--- src/rtl/cmd_demux.sv ---
module cmd_demux #(
  parameter int DLY_BYTES = 4,
  parameter int WID_BYTES = 2,
  parameter int CNT_BYTES = 2
) (
  input  logic                   clk,
  input  logic                   rst_n,
  input  logic [7:0]             in_data,
  input  logic                   in_valid,
  output logic                   in_ready,
  output logic [7:0]             out_data,
  output logic                   out_valid,
  input  logic                   out_ready,
  output logic                   logic_rst_o,
  output logic                   tgt_rst_o,
  output logic                   arm_o,
  output logic [8*DLY_BYTES-1:0] delay_o,
  output logic [8*WID_BYTES-1:0] width_o,
  output logic [8*CNT_BYTES-1:0] count_o
);
  localparam int MAXB = (DLY_BYTES > WID_BYTES) ?
                        ((DLY_BYTES > CNT_BYTES) ? DLY_BYTES : CNT_BYTES) :
                        ((WID_BYTES > CNT_BYTES) ? WID_BYTES : CNT_BYTES);
  localparam int IW = $clog2(MAXB + 1);
  localparam logic [IW-1:0] ONE    = IW'(1);
  localparam logic [IW-1:0] LST_D  = IW'(DLY_BYTES - 1);
  localparam logic [IW-1:0] LST_W  = IW'(WID_BYTES - 1);
  localparam logic [IW-1:0] LST_C  = IW'(CNT_BYTES - 1);
  localparam logic [7:0] OP_LRST = 8'hFF;
  localparam logic [7:0] OP_TRST = 8'hFE;
  localparam logic [7:0] OP_ARM  = 8'h00;
  localparam logic [7:0] OP_DLY  = 8'h01;
  localparam logic [7:0] OP_WID  = 8'h02;
  localparam logic [7:0] OP_CNT  = 8'h03;

  typedef enum logic [1:0] {HEAD, FWD, ESC, PARM} st_t;
  st_t            st;
  logic [7:0]     rem;
  logic [1:0]     sel;
  logic [IW-1:0]  idx, last;

  wire take = in_valid & out_ready;
  assign in_ready = out_ready;

  always_comb
    case (sel)
      2'd1:    last = LST_D;
      2'd2:    last = LST_W;
      default: last = LST_C;
    endcase

  always_ff @(posedge clk or negedge rst_n)
    if (!rst_n) begin
      st <= HEAD; rem <= '0; sel <= '0; idx <= '0;
      out_data <= '0; out_valid <= 1'b0;
      logic_rst_o <= 1'b0; tgt_rst_o <= 1'b0; arm_o <= 1'b0;
      delay_o <= '0; width_o <= '0; count_o <= '0;
    end else begin
      out_valid   <= 1'b0;
      logic_rst_o <= 1'b0;
      tgt_rst_o   <= 1'b0;
      arm_o       <= 1'b0;
      if (take)
        case (st)
          HEAD:
            if (in_data == 8'h00) st <= ESC;
            else begin rem <= in_data; st <= FWD; end
          FWD: begin
            out_data  <= in_data;
            out_valid <= 1'b1;
            rem       <= rem - 8'd1;
            if (rem == 8'd1) st <= HEAD;
          end
          ESC: begin
            st  <= HEAD;
            idx <= '0;
            case (in_data)
              OP_LRST: begin
                logic_rst_o <= 1'b1;
                delay_o <= '0; width_o <= '0; count_o <= '0;
              end
              OP_TRST: tgt_rst_o <= 1'b1;
              OP_ARM:  arm_o <= 1'b1;
              OP_DLY:  begin sel <= 2'd1; st <= PARM; end
              OP_WID:  begin sel <= 2'd2; st <= PARM; end
              OP_CNT:  begin sel <= 2'd3; st <= PARM; end
              default: ;
            endcase
          end
          PARM: begin
            for (int k = 0; k < DLY_BYTES; k++)
              if (sel == 2'd1 && idx == IW'(k)) delay_o[8*k +: 8] <= in_data;
            for (int k = 0; k < WID_BYTES; k++)
              if (sel == 2'd2 && idx == IW'(k)) width_o[8*k +: 8] <= in_data;
            for (int k = 0; k < CNT_BYTES; k++)
              if (sel == 2'd3 && idx == IW'(k)) count_o[8*k +: 8] <= in_data;
            idx <= idx + ONE;
            if (idx == last) st <= HEAD;
          end
          default: st <= HEAD;
        endcase
    end

  wire any_stb = logic_rst_o | tgt_rst_o | arm_o;

  p_fwd_take_r2: assert property (@(posedge clk) disable iff (!rst_n)
    out_valid |-> $past(in_valid && out_ready));

  p_strobe_onehot_r7: assert property (@(posedge clk) disable iff (!rst_n)
    $onehot0({logic_rst_o, tgt_rst_o, arm_o}));

  p_strobe_single_r7: assert property (@(posedge clk) disable iff (!rst_n)
    any_stb |=> !any_stb);

  p_lrst_clear_r4: assert property (@(posedge clk) disable iff (!rst_n)
    logic_rst_o |-> (delay_o == '0 && width_o == '0 && count_o == '0));

  p_stall_r11: assert property (@(posedge clk) disable iff (!rst_n)
    !out_ready |=> (!out_valid && !any_stb && $stable(delay_o) &&
                    $stable(width_o) && $stable(count_o)));

  p_no_local_fwd_r12: assert property (@(posedge clk) disable iff (!rst_n)
    any_stb |-> !out_valid);
endmodule

--- config.mk ---
export PLATFORM = sky130hd
export DESIGN_NAME = cmd_demux
export DESIGN_NICKNAME = d
export VERILOG_FILES = /design/src/rtl/cmd_demux.sv
export SDC_FILE = /design/constraint.sdc
export NUM_CORES = 1
export LEC_CHECK = 0
export ABC_CLOCK_PERIOD_IN_PS = 1800
export CAP_MARGIN = 20
export CORE_MARGIN = 2
export CORE_UTILIZATION = 35
export DETAILED_ROUTE_END_ITERATION = 8
export DONT_BUFFER_PORTS = 1
export SYNTH_ARGS = -nofsm -noshare
export SYNTH_HDL_FRONTEND = slang
export SYNTH_SLANG_ARGS = --single-unit
export TNS_END_PERCENT = 5
--- constraint.sdc ---
create_clock -name clk -period 1.8 [get_ports clk]
set_clock_uncertainty 0.15 [all_clocks]
set_input_delay 0.36 -clock clk [delete_from_list [all_inputs] [get_ports clk]]
set_output_delay 0.36 -clock clk [all_outputs]
set_load 0.02 [all_outputs]
Yosys cells after proc, flatten, opt, wreduce, memory -nomap -nowiden
Index checks and enable logic that the tools add are counted.
{ "classes": {"addsub": 2, "n_eq_ne": 28, "bitwise_logic": 1, "n_reduce_logical": 28, "mux": 34} }
{ "op_table": {"columns": ["cell", "count"], "rows": [
  ["2-to-1 mux 8 bit", 9],
  ["case mux 16 bit (2 select lines)", 2],
  ["case mux 32 bit (2 select lines)", 1],
  ["2-to-1 mux 32 bit", 1],
  ["AND reduction 4 bit", 8],
  ["!= test 2 bit (second input constant)", 11],
  ["equality test 8 x 1 -> 1 bit (second input constant)", 2],
  ["equality test 8 x 2 -> 1 bit (second input constant)", 2],
  ["equality test 8 bit (second input constant)", 2],
  ["2-to-1 mux 16 bit", 1],
  ["case mux 8 bit (2 select lines)", 1],
  ["2-to-1 mux 1 bit", 11],
  ["2-to-1 mux 2 bit", 5],
  ["AND reduction 3 bit", 3],
  ["equality test 2 bit (second input constant)", 4],
  ["logical AND 1 bit", 8],
  ["logical NOT 8 bit", 1],
  ["case mux 2 bit (4 select lines)", 1],
  ["subtractor 8 x 1 -> 8 bit (second input constant)", 1],
  ["equality test 3 x 2 -> 1 bit (second input constant)", 2],
  ["case mux 2 bit (3 select lines)", 1],
  ["case mux 3 bit (2 select lines)", 1],
  ["equality test 2 x 1 -> 1 bit (second input constant)", 2],
  ["AND reduction 2 bit", 2],
  ["10 further kinds", 11]
]} }
{ "word_totals": {"regBits": 91, "wordCells": 110, "input_bits": 12, "output_inout_bits": 77} }

Depth between registers and ports, before layout
{ "logic_depth": {"word_depth": 5, "mapped_depth": 7, "mapped_depth_nobuf": 7} }

Least setup slack after synthesis
No wires, ideal clock.
{ "synth_timing": {"path_kind": "reg2reg", "from": "register idx[0]", "to": "register count_o[0]", "path_buffers": 0, "required_ps": 1529, "stages_incl_launch_ff": 8, "period_less_slack_ps": 1856, "setup_slack_ps": -56, "arrival_ps": 1585, "setup_ps": 121, "cell_sequence": "dfrtp_1 inv_1 ha_1 nor2b_1 nand3_1 a21oi_4 nand2_4 a22o_1"} }
{ "synth_between": {"elab_chain_cells": 4} }
{ "synth_rtl": {"columns": ["element", "line", "text"], "rows": [
  ["start, declared", "40", "logic [IW-1:0] idx, last;"],
  ["start signal, assigned", "97", "idx <= idx + ONE;"],
  ["logical NOT 3 bit", "96", "if (sel == 2'd3 && idx == IW'(k)) count_o[8*k +: 8] <= in_data;"],
  ["logical AND 1 bit", "96", null],
  ["!= test 2 bit (no line)", null, null],
  ["AND reduction 4 bit (no line)", null, null],
  ["end signal, assigned by index", "96", null],
  ["end, declared", "19", "output logic [8*CNT_BYTES-1:0] count_o"]
]} }
No other way between the ends.
A chain may end at the register's enable or synchronous reset.

Worst setup path after layout
{ "layout_timing": {"from": "register sel[1]", "to": "register st[0]"} }
{ "layout_between": {"elab_chain_cells": 5} }
{ "layout_rtl": {"columns": ["element", "line", "text"], "rows": [
  ["start, declared", "39", "logic [1:0] sel;"],
  ["start signal, assigned", "54", "st <= HEAD; rem <= '0; sel <= '0; idx <= '0;"],
  ["start signal, assigned", "84", "OP_DLY: begin sel <= 2'd1; st <= PARM; end"],
  ["start signal, assigned", "85", "OP_WID: begin sel <= 2'd2; st <= PARM; end"],
  ["equality test 2 x 1 -> 1 bit", "46", "case (sel)"],
  ["2-to-1 mux 2 bit", "46", null],
  ["equality test 3 x 2 -> 1 bit", "98", "if (idx == last) st <= HEAD;"],
  ["!= test 2 bit (no line)", null, null],
  ["AND reduction 3 bit (no line)", null, null],
  ["end signal, assigned", "54", null],
  ["end signal, assigned", "98", null],
  ["end signal, assigned", "100", "default: st <= HEAD;"],
  ["end, declared", "37", "st_t st;"]
]} }
No other way between the ends.

==> results.sh <==
export IMPL_status="finished with violations"
export IMPL_violations="negative hold slack"
export IMPL_synth_top_family_by_area="compound AO/OA/AOI/OAI gates"
export IMPL_reg2reg_to="st[0]"
export IMPL_drt_first_pass_iters=4
export IMPL_synth_simple_gate_area_share=0.1286
export IMPL_fin_crit_ns=1.733
export IMPL_seq_area_frac_synth=0.5598
export IMPL_grt_pass1_vias=2756
export IMPL_clk_pin_slew_ns=0.06
export IMPL_routed_via_density=5.550
export IMPL_synth_area_top_cells="dfrtp_1 56%, a22o_1 11%, o2bb2ai_1 4.5%"
export IMPL_worst_setup_path_type="flop to flop"
export IMPL_crit_path_start_kind="flop"
export IMPL_drc=0
export IMPL_numCtsBuffers=9
export IMPL_yosysTopAreaCell="dfrtp_1"
export IMPL_h_tree_depth=3
export IMPL_num_antenna_cells=0
export IMPL_max_slew_margin_rel=0.7212
export IMPL_fp_coreArea_um2=11370
export IMPL_required_ns=1.87
export IMPL_die_area_um2=12500
export IMPL_syn_cell_area_um2=4068
export IMPL_start_util=0.3578
export IMPL_hold_path_class="primary input to asynchronous set/reset pin"
export IMPL_synthMuxAreaShare=0.02215
export IMPL_cts_buffer_depth=2
export IMPL_ys_types=51
export IMPL_final_max_slew_viol_count=0
export IMPL_synth_fp_nets=341
export IMPL_wl_um=10120
export IMPL_r2r_setup_slack_ns=0.07
export IMPL_cp_top_family="simple AND/OR/NAND/NOR gates"
export IMPL_synth_ff_type="dfrtp_1"
export IMPL_gr_total_overflow=0
export IMPL_wl_per_cell_um=20.39
export IMPL_drive_gt1_frac=0.2295
export IMPL_area_delta_synth_final_pct=15.16
export IMPL_end_kind="flop"
export IMPL_cp_cell_sequence="nor2b_4 > xnor2_1 > a41oi_1 > or3_1 > o211a_1"
export IMPL_finalHoldViolCount=91
export IMPL_setup_violations=0
export IMPL_yosys_area_top_type_share=0.5598
export IMPL_antenna_found_initial=0
export IMPL_globalRouteTotalUtil=0.1676
export IMPL_dpl_hpwl_um=6720
export IMPL_ir_worst_vdd_mv=0.5825
export IMPL_cpMaxStageDelayCell="dfrtp_1"
export IMPL_crit_path_max_fanout=5
export IMPL_critPathMaxStageDelay_ns=0.46
export IMPL_cts_sinks=91
export IMPL_port_buffers=0
export IMPL_final_core_util=0.4120
export IMPL_pin_count=89
export IMPL_num_rows=39
export IMPL_period_share=0.9630
export IMPL_crit_arrival_ns=1.81
export IMPL_cts_tree="built"
export IMPL_synth_compound_area_share=0.2316
export IMPL_cts_root_buf="clkbuf_16"
export IMPL_tns_ns=0
export IMPL_initialDrtViolationCount=277
export IMPL_leakagePower_nw=2.082
export IMPL_grt_pass1_wl_um=16080
export IMPL_gp_congestion=0.7815
export IMPL_drtAntennaViolNets=0
export IMPL_power_density_nw_per_um2=946.1
export IMPL_vias=2753
export IMPL_async_flop_share=1.000
export IMPL_final_nets=367
export IMPL_grt_max_degree=92
export IMPL_die_y_um=111.8
export IMPL_clock_latency_ns=0.34
export IMPL_die_x_um=111.8
export IMPL_synth_adder_area_share=0.02153
export IMPL_max_freq_ghz=0.5769
export IMPL_reg2reg_depth=5
export IMPL_ys_ff_latch=91
export IMPL_whs_ns=-0.4327
export IMPL_avgSynthCellArea_um2=12.63
export IMPL_drv_cap=0
export IMPL_ys_warnings_count=0
export IMPL_r2r_start="sel[1]"
export IMPL_syn_inst=322
export IMPL_critPathBufInv=0
export IMPL_synthXorXnorAreaFrac=0.002153
export IMPL_synth_edf_count=0
export IMPL_tightest_slew_ns=0.4145
==> metal layers <==
metal | GRT usage | vias up | routed length [um]
met5 | 0 | - | 0
met4 | 0.05103 | 0 | 153
met3 | 0.06587 | 14 | 885
met2 | 0.2521 | 113 | 4659
met1 | 0.2246 | 1369 | 4417
li1 | - | 1257 | -
==> area by class of cell <==
type	instances	area, um^2
sequential	91	2280
clock buffer	11	242.7
tap	143	178.9
fill	1079	6685
inverter	8	30.03
timing repair buffer	30	252.7
multi-input combinational	208	1664
clock inverter	5	36.28
==> Yosys cell counts, types with 4 or more instances <==
cell,instances
a21oi_1,7
a21oi_4,7
a22o_1,49
a22oi_1,4
and3_1,9
buf_2,4
buf_4,4
dfrtp_1,91
ha_1,7
inv_1,7
mux2_2,8
nand2_1,25
nand2_4,5
nand3_1,8
nor2_1,10
nor3_1,4
o21ai_0,9
o2bb2ai_1,21
==> how the worst max path moves through the flow <==
stage / from / cells past startpoint / end
after global routing: idx[1] / 7 / count_o[12]
after CTS: idx[0] / 7 / count_o[0]
after global placement: idx[0] / 7 / count_o[2]
after floorplan: idx[1] / 7 / count_o[10]
after detailed placement: idx[0] / 7 / count_o[6]
final: sel[1] / 5 / st[0]
==> registers in the layout, summed over array words and instances (netlist names) <==
signal / flops
delay_o: 32
count_o: 16
width_o: 16
out_data: 8
rem: 8
idx: 3
sel: 2
st: 2
arm_o: 1
logic_rst_o: 1
out_valid: 1
tgt_rst_o: 1
==> logic make-up after synthesis <==
logic type / count (synthesis)
buffers and inverters: 23
AND/OR/NAND/NOR: 85
multiplexers: 8
AO/OA/AOI/OAI: 107
flip-flops: 91
adder cells (fa/ha/maj): 7
XOR/XNOR: 1
==> metrics by stage <==
step           cells  cell area [um^2]  hold slack [ns]  worst slack (ns)  total power (W)
2_1_floorplan    322              4070         -0.08559         -0.003462         0.002586
3_3_place_gp     471              4310         -0.08114           0.08443         0.002677
3_5_place_dp     471              4310         -0.07870           0.04332         0.002691
4_1_cts          490              4619          -0.4464           0.01349         0.004460
5_1_grt          496              4684          -0.4556          -0.01451         0.004628
6_report         496              4684          -0.4327           0.06663         0.004432
==> layout by cell type, fill, tap and decap left out, types with 2 or more instances in the layout <==
cell / netlist / routed
mux2_2: 8 / 8
nor3_1: 4 / 4
nor2_1: 10 / 10
a21oi_1: 7 / 7
clkinvlp_4: 0 / 3
clkbuf_16: 0 / 9
a22oi_1: 4 / 4
inv_2: 1 / 2
buf_4: 4 / 23
a41oi_1: 2 / 2
o21ai_0: 9 / 9
a21oi_4: 7 / 7
nand3_1: 8 / 7
dfrtp_1: 91 / 89
o2bb2ai_1: 21 / 21
and2_1: 3 / 3
dlygate4sd3_1: 0 / 6
ha_1: 7 / 7
nand2_1: 25 / 25
nor2b_4: 2 / 3
nand3_2: 1 / 2
nand2_4: 5 / 5
and3_1: 9 / 9
nor2b_1: 3 / 2
dfrtp_2: 0 / 2
a22o_1: 49 / 49
inv_1: 7 / 6
==> where the power goes <==
group / switching [W] / internal, W
logic: 0.000195 / 0.000181
clock network: 0.000783 / 0.000976
registers: 0.000133 / 0.00217
total: 0.00111 / 0.00332
==> worst register-to-register path: stages, from the launching register on <==
cell	delay (ns)
dfrtp_1	0.46
nor2b_4	0.21
xnor2_1	0.15
a41oi_1	0.16
or3_1	0.37
o211a_1	0.12
==> repair_timing <==
action	4_1_cts	5_1_grt
setup buffers	0	3
endpoints found under the hold margin	95	95
gates resized for setup	0	5
endpoints found under the setup margin	0	42
hold buffers	3	3
Power figures use the tool's default switching activity.
